===== src/rtl/spi_eng_pkg.sv =====
package spi_eng_pkg;

   // One-cycle event strobes from a clock source (divider or synchronizer)
   typedef struct packed {
      logic lead;   // idle -> active clock transition
      logic trail;  // active -> idle clock transition
   } spi_edge_t;

endpackage


===== src/rtl/spi_rate_gen.sv =====
module spi_rate_gen #(
   parameter int RATE_W  = 7,
   parameter int MIN_DIV = 4,
   localparam int CNT_W  = RATE_W + 1
) (
   input  logic              clk,
   input  logic              rst_n,
   input  logic              run,
   input  logic [RATE_W-1:0] rate,
   output spi_eng_pkg::spi_edge_t tick
);
   logic [CNT_W-1:0] div, half, cnt;

   assign div  = (rate < RATE_W'(MIN_DIV - 1)) ? CNT_W'(MIN_DIV) : ({1'b0, rate} + CNT_W'(1));
   assign half = div >> 1;

   always_ff @(posedge clk or negedge rst_n) begin
      if (!rst_n)              cnt <= '0;
      else if (!run)           cnt <= '0;
      else if (cnt == div - 1) cnt <= '0;
      else                     cnt <= cnt + CNT_W'(1);
   end

   assign tick.lead  = run && (cnt == half - 1);
   assign tick.trail = run && (cnt == div - 1);

   AST_TICK_EXCL: assert property (@(posedge clk) disable iff (!rst_n)
      tick.lead |-> !tick.trail);

endmodule


===== src/rtl/spi_slave_sync.sv =====
module spi_slave_sync #(
   parameter int SYNC_STAGES = 2
) (
   input  logic clk,
   input  logic rst_n,
   input  logic cpol,
   input  logic sclk_i,
   input  logic ste_n_i,
   input  logic sdi_i,
   output spi_eng_pkg::spi_edge_t tick,
   output logic ste_s,
   output logic ste_fall,
   output logic sdi_s
);
   logic [SYNC_STAGES-1:0] c_sclk, c_ste, c_sdi;
   logic act_now, act_prev, ste_prev;

   generate
      if (SYNC_STAGES == 1) begin : g_single
         always_ff @(posedge clk or negedge rst_n) begin
            if (!rst_n) begin
               c_sclk <= '0;
               c_ste  <= '1;
               c_sdi  <= '0;
            end else begin
               c_sclk <= sclk_i;
               c_ste  <= ste_n_i;
               c_sdi  <= sdi_i;
            end
         end
      end else begin : g_chain
         always_ff @(posedge clk or negedge rst_n) begin
            if (!rst_n) begin
               c_sclk <= '0;
               c_ste  <= '1;
               c_sdi  <= '0;
            end else begin
               c_sclk <= {c_sclk[SYNC_STAGES-2:0], sclk_i};
               c_ste  <= {c_ste[SYNC_STAGES-2:0],  ste_n_i};
               c_sdi  <= {c_sdi[SYNC_STAGES-2:0],  sdi_i};
            end
         end
      end
   endgenerate

   assign act_now = c_sclk[SYNC_STAGES-1] ^ cpol;
   assign ste_s   = c_ste[SYNC_STAGES-1];
   assign sdi_s   = c_sdi[SYNC_STAGES-1];

   always_ff @(posedge clk or negedge rst_n) begin
      if (!rst_n) begin
         act_prev <= 1'b0;
         ste_prev <= 1'b1;
      end else begin
         act_prev <= act_now;
         ste_prev <= ste_s;
      end
   end

   assign tick.lead  = !ste_s &&  act_now && !act_prev;
   assign tick.trail = !ste_s && !act_now &&  act_prev;
   assign ste_fall   = ste_prev && !ste_s;

endmodule


===== src/rtl/spi_shift_core.sv =====
module spi_shift_core #(
   parameter int DATA_W = 16,
   localparam int LEN_W = $clog2(DATA_W)
) (
   input  logic              clk,
   input  logic              rst_n,
   input  logic              load,
   input  logic              clr,
   input  spi_eng_pkg::spi_edge_t tick,
   input  logic              cpha,
   input  logic [LEN_W-1:0]  len_m1,
   input  logic              sin,
   input  logic [DATA_W-1:0] tx_word,
   output logic              sout,
   output logic              char_done,
   output logic [DATA_W-1:0] rx_word
);
   logic [DATA_W-1:0] tx_sr, rx_sr;
   logic [LEN_W-1:0]  bitcnt;
   logic              do_sample, do_launch;

   assign do_sample = cpha ? tick.lead  : tick.trail;
   assign do_launch = cpha ? tick.trail : (tick.lead && bitcnt != '0);
   assign char_done = tick.trail && (bitcnt == len_m1) && !clr;
   assign sout      = tx_sr[DATA_W-1];
   // with late capture the final bit is captured on the completing edge
   assign rx_word   = cpha ? rx_sr : {rx_sr[DATA_W-2:0], sin};

   always_ff @(posedge clk or negedge rst_n) begin
      if (!rst_n) begin
         tx_sr  <= '0;
         rx_sr  <= '0;
         bitcnt <= '0;
      end else if (load) begin
         tx_sr  <= tx_word;
         rx_sr  <= '0;
         bitcnt <= '0;
      end else if (clr) begin
         rx_sr  <= '0;
         bitcnt <= '0;
      end else begin
         if (do_sample) rx_sr <= {rx_sr[DATA_W-2:0], sin};
         if (do_launch) tx_sr <= {tx_sr[DATA_W-2:0], 1'b0};
         if (tick.trail) bitcnt <= char_done ? '0 : bitcnt + LEN_W'(1);
      end
   end

   AST_BITCNT_RANGE: assert property (@(posedge clk) disable iff (!rst_n)
      bitcnt <= len_m1 || clr || load || bitcnt == '0);

endmodule


===== src/rtl/spi_engine.sv =====
module spi_engine
   import spi_eng_pkg::*;
#(
   parameter int DATA_W      = 16,
   parameter int RATE_W      = 7,
   parameter int MIN_DIV     = 4,
   parameter int SYNC_STAGES = 2,
   localparam int LEN_W      = $clog2(DATA_W)
) (
   input  logic              clk,
   input  logic              rst_n,
   input  logic              cfg_master,
   input  logic              cfg_cpol,
   input  logic              cfg_cpha,
   input  logic              cfg_tx_en,
   input  logic [LEN_W-1:0]  cfg_len_m1,
   input  logic [RATE_W-1:0] cfg_rate,
   input  logic              tx_wr,
   input  logic [DATA_W-1:0] tx_data,
   input  logic              rx_rd,
   output logic [DATA_W-1:0] rx_data,
   output logic              rx_done,
   output logic              rx_ovr,
   output logic              busy,
   output logic              sclk_o,
   output logic              sclk_oe,
   input  logic              sclk_i,
   output logic              ste_n_o,
   input  logic              ste_n_i,
   output logic              mosi_o,
   output logic              mosi_oe,
   input  logic              mosi_i,
   output logic              miso_o,
   output logic              miso_oe,
   input  logic              miso_i
);
   initial begin
      assert (DATA_W >= 2 && DATA_W <= 32) else $error("DATA_W out of range");
      assert (MIN_DIV >= 2 && MIN_DIV <= (1 << RATE_W)) else $error("MIN_DIV out of range");
      assert (SYNC_STAGES >= 1) else $error("SYNC_STAGES must be at least 1");
   end

   logic              act_master, act_cpol, act_cpha, act_tx_en;
   logic [LEN_W-1:0]  act_len;
   logic [RATE_W-1:0] act_rate;
   logic              m_busy, sclk_act, start, busy_i;
   spi_edge_t         rg_tick, sl_tick, sel_tick;
   logic              sl_ste, sl_fall, sl_sdi;
   logic              sout, char_done, load, clr, sin;
   logic [DATA_W-1:0] rx_word, tx_hold, tx_word;

   assign busy_i = m_busy | (~act_master & ~sl_ste);
   assign start  = tx_wr & ~busy_i & cfg_master;

   // mode word is sampled only between transfers
   always_ff @(posedge clk or negedge rst_n) begin
      if (!rst_n) begin
         act_master <= 1'b0;
         act_cpol   <= 1'b0;
         act_cpha   <= 1'b0;
         act_tx_en  <= 1'b0;
         act_len    <= '0;
         act_rate   <= '0;
      end else if (!busy_i) begin
         act_master <= cfg_master;
         act_cpol   <= cfg_cpol;
         act_cpha   <= cfg_cpha;
         act_tx_en  <= cfg_tx_en;
         act_len    <= cfg_len_m1;
         act_rate   <= cfg_rate;
      end
   end

   spi_rate_gen #(.RATE_W(RATE_W), .MIN_DIV(MIN_DIV)) u_rate (
      .clk(clk), .rst_n(rst_n), .run(m_busy), .rate(act_rate), .tick(rg_tick));

   spi_slave_sync #(.SYNC_STAGES(SYNC_STAGES)) u_sync (
      .clk(clk), .rst_n(rst_n), .cpol(act_cpol), .sclk_i(sclk_i), .ste_n_i(ste_n_i),
      .sdi_i(mosi_i), .tick(sl_tick), .ste_s(sl_ste), .ste_fall(sl_fall), .sdi_s(sl_sdi));

   assign sel_tick = act_master ? rg_tick : sl_tick;
   assign sin      = act_master ? miso_i : sl_sdi;
   assign load     = start | (~act_master & (sl_fall | (char_done & ~sl_ste)));
   assign clr      = ~act_master & sl_ste;
   assign tx_word  = start ? tx_data : tx_hold;

   spi_shift_core #(.DATA_W(DATA_W)) u_core (
      .clk(clk), .rst_n(rst_n), .load(load), .clr(clr), .tick(sel_tick),
      .cpha(act_cpha), .len_m1(act_len), .sin(sin), .tx_word(tx_word),
      .sout(sout), .char_done(char_done), .rx_word(rx_word));

   always_ff @(posedge clk or negedge rst_n) begin
      if (!rst_n) begin
         m_busy   <= 1'b0;
         sclk_act <= 1'b0;
         tx_hold  <= '0;
      end else begin
         if (tx_wr) tx_hold <= tx_data;
         if (start)                          m_busy <= 1'b1;
         else if (char_done && act_master)   m_busy <= 1'b0;
         if (start)                          sclk_act <= 1'b0;
         else if (act_master && rg_tick.lead) sclk_act <= 1'b1;
         else if (rg_tick.trail)             sclk_act <= 1'b0;
      end
   end

   always_ff @(posedge clk or negedge rst_n) begin
      if (!rst_n) begin
         rx_data <= '0;
         rx_done <= 1'b0;
         rx_ovr  <= 1'b0;
      end else begin
         if (char_done) rx_data <= rx_word;
         rx_done <= char_done | (rx_done & ~rx_rd);
         if (char_done && rx_done && !rx_rd) rx_ovr <= 1'b1;
         else if (rx_rd)                     rx_ovr <= 1'b0;
      end
   end

   assign busy    = busy_i;
   assign sclk_o  = sclk_act ^ act_cpol;
   assign sclk_oe = act_master;
   assign ste_n_o = ~m_busy;
   assign mosi_o  = sout;
   assign miso_o  = sout;
   assign mosi_oe = m_busy & act_tx_en;
   assign miso_oe = ~act_master & ~sl_ste & act_tx_en;

   AST_IDLE_LEVEL: assert property (@(posedge clk) disable iff (!rst_n)
      (act_master && ste_n_o) |-> (sclk_o == act_cpol));
   AST_START_LOW: assert property (@(posedge clk) disable iff (!rst_n)
      start |=> !ste_n_o);
   AST_CFG_FROZEN: assert property (@(posedge clk) disable iff (!rst_n)
      busy |=> $stable({act_rate, act_len, act_cpha, act_cpol, act_master}));
   AST_DONE_CLEAR: assert property (@(posedge clk) disable iff (!rst_n)
      (rx_rd && !char_done) |=> !rx_done);
   AST_OVR_SET: assert property (@(posedge clk) disable iff (!rst_n)
      (rx_done && char_done && !rx_rd) |=> rx_ovr);
   AST_OE_EXCL: assert property (@(posedge clk) disable iff (!rst_n)
      $onehot0({mosi_oe, miso_oe}));
   AST_SLAVE_NO_DONE: assert property (@(posedge clk) disable iff (!rst_n)
      (!act_master && sl_ste) |-> !char_done);

endmodule


===== config.mk =====
export PLATFORM = sky130hd
export DESIGN_NAME = spi_engine
export DESIGN_NICKNAME = d
export VERILOG_FILES = /design/src/rtl/spi_eng_pkg.sv /design/src/rtl/spi_rate_gen.sv /design/src/rtl/spi_slave_sync.sv /design/src/rtl/spi_shift_core.sv /design/src/rtl/spi_engine.sv
export SDC_FILE = /design/constraint.sdc
export NUM_CORES = 1
export LEC_CHECK = 0
export BUFFER_PORTS_ARGS = -buffer_cell sky130_fd_sc_hd__buf_4
export CAP_MARGIN = 40
export CORE_MARGIN = 2
export CORE_UTILIZATION = 43
export CTS_BUF_LIST = sky130_fd_sc_hd__clkbuf_4
export CTS_CLUSTER_SIZE = 28
export DETAILED_ROUTE_END_ITERATION = 12
export MAX_ROUTING_LAYER = met4
export PLACE_DENSITY_LB_ADDON = 0.1
export SLEW_MARGIN = 20
export SYNTH_ARGS = -nofsm -noshare
export SYNTH_HDL_FRONTEND = slang
export SYNTH_SLANG_ARGS = --single-unit

===== constraint.sdc =====
create_clock -name clk -period 9 [get_ports clk]
set_input_delay 2.25 -clock clk [delete_from_list [all_inputs] [get_ports clk]]
set_output_delay 2.25 -clock clk [all_outputs]
set_load 0.01 [all_outputs]

* Word level (Yosys, flattened, before mapping)
Index checks and enable logic that the tools add are counted.
Storage, ports and cells: flip-flop bits (word level) 103, output and inout port bits 26
Cells by class: add/subtract/negate cells 5, $lt $le $gt $ge 1, equality and inequality tests 4, multiplexer cells 26, bitwise gates (word level) 20, reduce and logical (&&, ||, !) cells 27
Operators by type and width (number):
- two-way mux 16 bit | 8
- == test 8 x 32 -> 1 bit | 2
- two-way mux 8 bit | 3
- two-way mux 4 bit | 4
- logical AND 1 bit | 14
- two-way mux 1 bit | 10
- AND 1 bit | 9
- nonzero test 3 bit | 3
- subtractor 8 x 1 -> 9 bit (second input constant) | 1
- adder 7 x 1 -> 8 bit (second input constant) | 1
- adder 8 x 1 -> 8 bit (second input constant) | 1
- subtractor 7 x 1 -> 8 bit (second input constant) | 1
- < comparator 7 x 2 -> 1 bit (second input constant) | 1
- nonzero test 2 bit | 3
- logical NOT 1 bit | 5
- inverter 1 bit | 5
- adder 4 x 1 -> 4 bit (second input constant) | 1
- == test 4 bit | 1
- OR 1 bit | 4
- nonzero test 4 bit | 1
- two-way mux 2 bit | 1
- inequality test 2 bit (second input constant) | 1
- AND reduction 2 bit | 1
- XOR 1 bit | 2

* Longest topological paths before layout
depth after elaboration 14, gate-level depth with buffers 15, mapped depth without buffers 12

* Cells and area by module
Synthesis repeated with hierarchy kept, for this count alone.
Unflattened totals: cells, all modules 521, area total of the unflattened synthesis 5656.7 sq um
Modules (own cells, without submodules):
- spi_engine | instances 1, cells each 148, area each 2228.4 sq um, sequential area each 1276.2 sq um
- spi_shift_core | instances 1, cells each 212, area each 1925.6 sq um, sequential area each 900.9 sq um
- spi_rate_gen | instances 1, cells each 149, area each 1263.7 sq um, sequential area each 200.2 sq um
- spi_slave_sync | instances 1, cells each 12, area each 239.0 sq um, sequential area each 203.9 sq um

* Worst setup path before layout
Ideal clock, no wire load.
kind input-to-reg, from input tx_wr, to register u_core.tx_sr[4], arrival 3.764 ns, data required time 8.906 ns, slack 5.142 ns, cell stages on the path 7, buffers on the path 2, cell sequence clkbuf_1 nand3_1 nand3_1 clkbuf_1 nor2_1 mux2_2 a211oi_1
On the way: word-level cells in the longest chain between the ends 5, elaborated cells on any way between the ends 8, classes of those cells eq/ne (1); mux (2); bitwise (3); reduce/logical (2)
RTL lines:
- start, declared | RTL line spi_engine.sv:18 | input logic tx_wr,
- AND 1 bit (*) (2 in series) | RTL line spi_engine.sv:53 | assign start = tx_wr & ~busy_i & cfg_master;
- OR 1 bit | RTL line spi_engine.sv:83 | assign load = start | (~act_master & (sl_fall | (char_done & ~sl_ste)));
- inequality test 2 bit (no line) or nonzero test 2 bit (tied branches)
- AND reduction 2 bit (no line)
- end signal, assigned | RTL line spi_shift_core.sv:35 | tx_sr <= tx_word;
- end signal, assigned | RTL line spi_shift_core.sv:43 | if (do_launch) tx_sr <= {tx_sr[DATA_W-2:0], 1'b0};
- end, declared | RTL line spi_shift_core.sv:18 | logic [DATA_W-1:0] tx_sr, rx_sr;
Mark *: on every way between the ends. The rest lies on a longest branch, timed or not. A chain may end at the register's enable or synchronous reset.

* Final worst setup path
from register act_master (netlist: sclk_oe), to output busy
On the way: word-level cells in the longest chain between the ends 3
RTL lines:
- start, declared | RTL line spi_engine.sv:43 | logic act_master, act_cpol, act_cpha, act_tx_en;
- start signal, assigned | RTL line spi_engine.sv:65 | act_master <= cfg_master;
- inverter 1 bit | RTL line spi_engine.sv:52 | assign busy_i = m_busy | (~act_master & ~sl_ste);
- AND 1 bit | RTL line spi_engine.sv:52
- OR 1 bit | RTL line spi_engine.sv:52
- end, declared | RTL line spi_engine.sv:24 | output logic busy,
No other way between the ends.

==> out/qor.yml <==
timing:
  fin_skew_ns: 0.0136
  slew_viol_final: 0
  post-route-period-util: 0.510
  tns_ns: 0
  worst_pin_slew_ns: 0.766
  setup_slack_ns: 4.41
  setup_viol: 0
  rsz0062_at_grt: "false"
  max_freq_mhz: 218
  hold_ws_ns: 0.362
  hold_viol: 0
  period_needed_ns: 4.59
  slew_headroom: 0.489
worst_setup_path:
  reg2reg_from: "act_rate[0]$_DFFE_PN0N_"
  required_ns: 6.75
  r2r_setup_slack_ns: 4.76
  r2r-end: "u_core.rx_sr[8]$_DFFE_PN0P_"
  cp_cell_sequence: "nor2_1, nor2_1, buf_4, inv_1, buf_4"
  worstPathMaxFanout: 17
  critical_path_class: "flip-flop to output port"
  cpPeakStageDelay_ns: 0.55
  r2r_cells: 13
  cp.arrival_ns: 2.34
  critPathLaunchType: "flip-flop"
  slowest_stage: "dfrtp_1"
  endpoint_kind: "output port"
global_route:
  grt_usage: 0.204
  grt_pass1_wl_mm: 22.8
  grt_pass1_vias: 4540
  antenna_found_initial: 1
  grt_start_max_net_pins: 58
  grt-ovfl-total: 0
placement:
  routabilityCongestion: 0.921
  place_ws_ns: 4.51
  dpl.hpwl_mm: 9.61
  io_buffers: 64
floorplan:
  start_util: 0.442
  die_h_um: 121
  ios: 65
  dieArea_sq_um: 14600
  placementRows: 42
  core-area_sq_um: 13300
  die_x_um: 121
min_path:
  hp-start: "u_sync.c_ste[0]$_DFF_PN1_"
  hold_end: "u_sync.c_ste[1]$_DFF_PN1_"
  min_path_cells: 0
  min_path_type: "flip-flop to flip-flop"
cells_and_area:
  final_nets: 658
  multi_input_area_sq_um: 3060
  drive_gt1_frac: 0.262
  area_growth_pct: 13.1
  final_cell_mix: "100 x dfrtp_1, 70 x buf_4, 68 x nand2_1"
  nFillCells: 1255
  seqCellArea_sq_um: 2580
  layout_commonest_cell: "dfrtp_1"
job:
  maxCapViolations: 0
routing:
  wl_mm: 13.6
  routedWlPerCell_um: 17.1
  final_antenna_net_count: 0
  via_per_inst: 5.56
  drc: 0
  dr.pass1.iters: 5
  drt_iter0_drc: 198
  vias: 4417
clocking:
  cts_tree: "done"
  cts.repair.resized: 0
  root_buffer: "clkbuf_4"
  ctsLongestPathBuffers: 2
  cts_buffers: 9
  cts_hold_buffers: 0
  clk_pin_slew_ns: 0.16
  post_cts_buffers: 0
  cts.sinks: 103
  h-tree-depth: 3
  clk_latency_ns: 0.49
synthesis:
  synth_edf_count: 0
  seq_area_frac_synth: 0.440
  ys_ff_latch: 103
  synthDistinctLibCells: 69
  synthArstFlopShare: 1.00
  syn_area_sq_um: 5870
  synth-main-ff-cell: "dfrtp_1"
  yosysWarnings: 0
  syn_avg_cell_area_sq_um: 10.3
  synthCells: 568
  synth_nets: 613
power_and_ir_drop:
  vdd_drop_max_uv: 127
  p_leak_nw: 2.96
  power.density_nw_per_um2: 279
status:
  status: "completed"
-- critical path: cells and delay by family, from the launching register on --
kind / cells / cell delay (ns)
buffers and inverters: 3 / 0.82
AND/OR/NAND/NOR: 2 / 0.48
flip-flops: 1 / 0.55
-- layer usage --
layer  part of all wire  routed length (um)  vias to the layer above  track usage
met5                  0                   0                        -            -
met4              0.023                 318                        0       0.0865
met3              0.027                 364                       25       0.0278
met2               0.49                6620                       75        0.331
met1               0.46                6290                     2174        0.256
li1                   -                   -                     2143            -
-- synth_stat cells, drive strengths merged, types with 5 or more instances --
library cell	number	area, sq um
nand3	17	90.1
a31oi	5	31.3
clkbuf	20	75.1
dfrtp	100	2500
xnor2	19	166
nor2	40	150
nand2b	6	37.5
o22ai	12	75.1
and2	6	37.5
a211oi	14	118
mux2i	31	310
mux2	60	676
inv	8	30.0
or3	5	31.3
a21oi	5	25.0
nor3b	5	37.5
buf	20	124
nor4	5	37.5
and3	9	56.3
ha	6	75.1
o21a	7	52.6
xor2	14	123
nand2	68	255
nor3	7	35.0
o21ai	16	91.3
-- sequential cells by signal (all words and copies together), names as in the netlist, 2 cells and up --
register,count
u_sync.c_ste,2
u_sync.c_sclk,2
u_rate.cnt,8
u_core.bitcnt,4
act_len,4
tx_hold,16
rx_data,16
u_core.tx_sr,16
act_rate,7
u_sync.c_sdi,2
u_core.rx_sr,16
-- worst max path at each step --
stage	startpoint	end	slack, ns	depth (start not counted)
finish	sclk_oe$_DFFE_PN0N_	busy	4.41	5
global route	sclk_oe$_DFFE_PN0N_	busy	4.22	5
CTS	sclk_oe$_DFFE_PN0N_	busy	4.35	5
detailed placement	tx_wr	u_core.tx_sr[1]$_DFFE_PN0P_	4.51	6
global placement	tx_wr	u_core.tx_sr[10]$_DFFE_PN0P_	4.57	6
floorplan	tx_wr	u_core.tx_sr[4]$_DFFE_PN0P_	5.14	7
-- cell families after synthesis --
group / Yosys count / share of synthesized area
muxes: 91 / 0.168
DFF: 103 / 0.440
AOI/OAI and AO/OA: 95 / 0.122
xor gates and xnor gates: 35 / 0.0569
and+or+nand+nor: 190 / 0.161
buffers and inverters: 48 / 0.0390
adders and majority gates: 6 / 0.0128
-- power by group --
part	switching, mW	total, mW	internal (mW)
combinational	0.465	0.875	0.410
sequential	0.157	0.719	0.562
clock	0.168	0.256	0.0882
-- layout make-up --
cell class / count / area share
Inverter: 8 / 0.00452
Timing Repair Buffer: 74 / 0.0895
Clock inverter: 7 / 0.0119
Sequential cell: 103 / 0.389
Antenna cell: 1 / 0.000377
Tap cell: 176 / 0.0332
Clock buffer: 9 / 0.0102
Multi-Input combinational cell: 417 / 0.462
-- stage by stage --
step / power, mW / util / cells / cell area, sq um
6_report: 1.85 / 0.499 / 795 / 6640
3_5_place_dp: 1.60 / 0.486 / 776 / 6470
2_1_floorplan: 1.37 / - / 568 / 5870
5_1_grt: 2.00 / 0.499 / 795 / 6640
3_3_place_gp: 1.57 / 0.482 / 773 / 6410
4_1_cts: 1.86 / 0.497 / 792 / 6610
No activity file was read; power rests on OpenSTA's default activity.
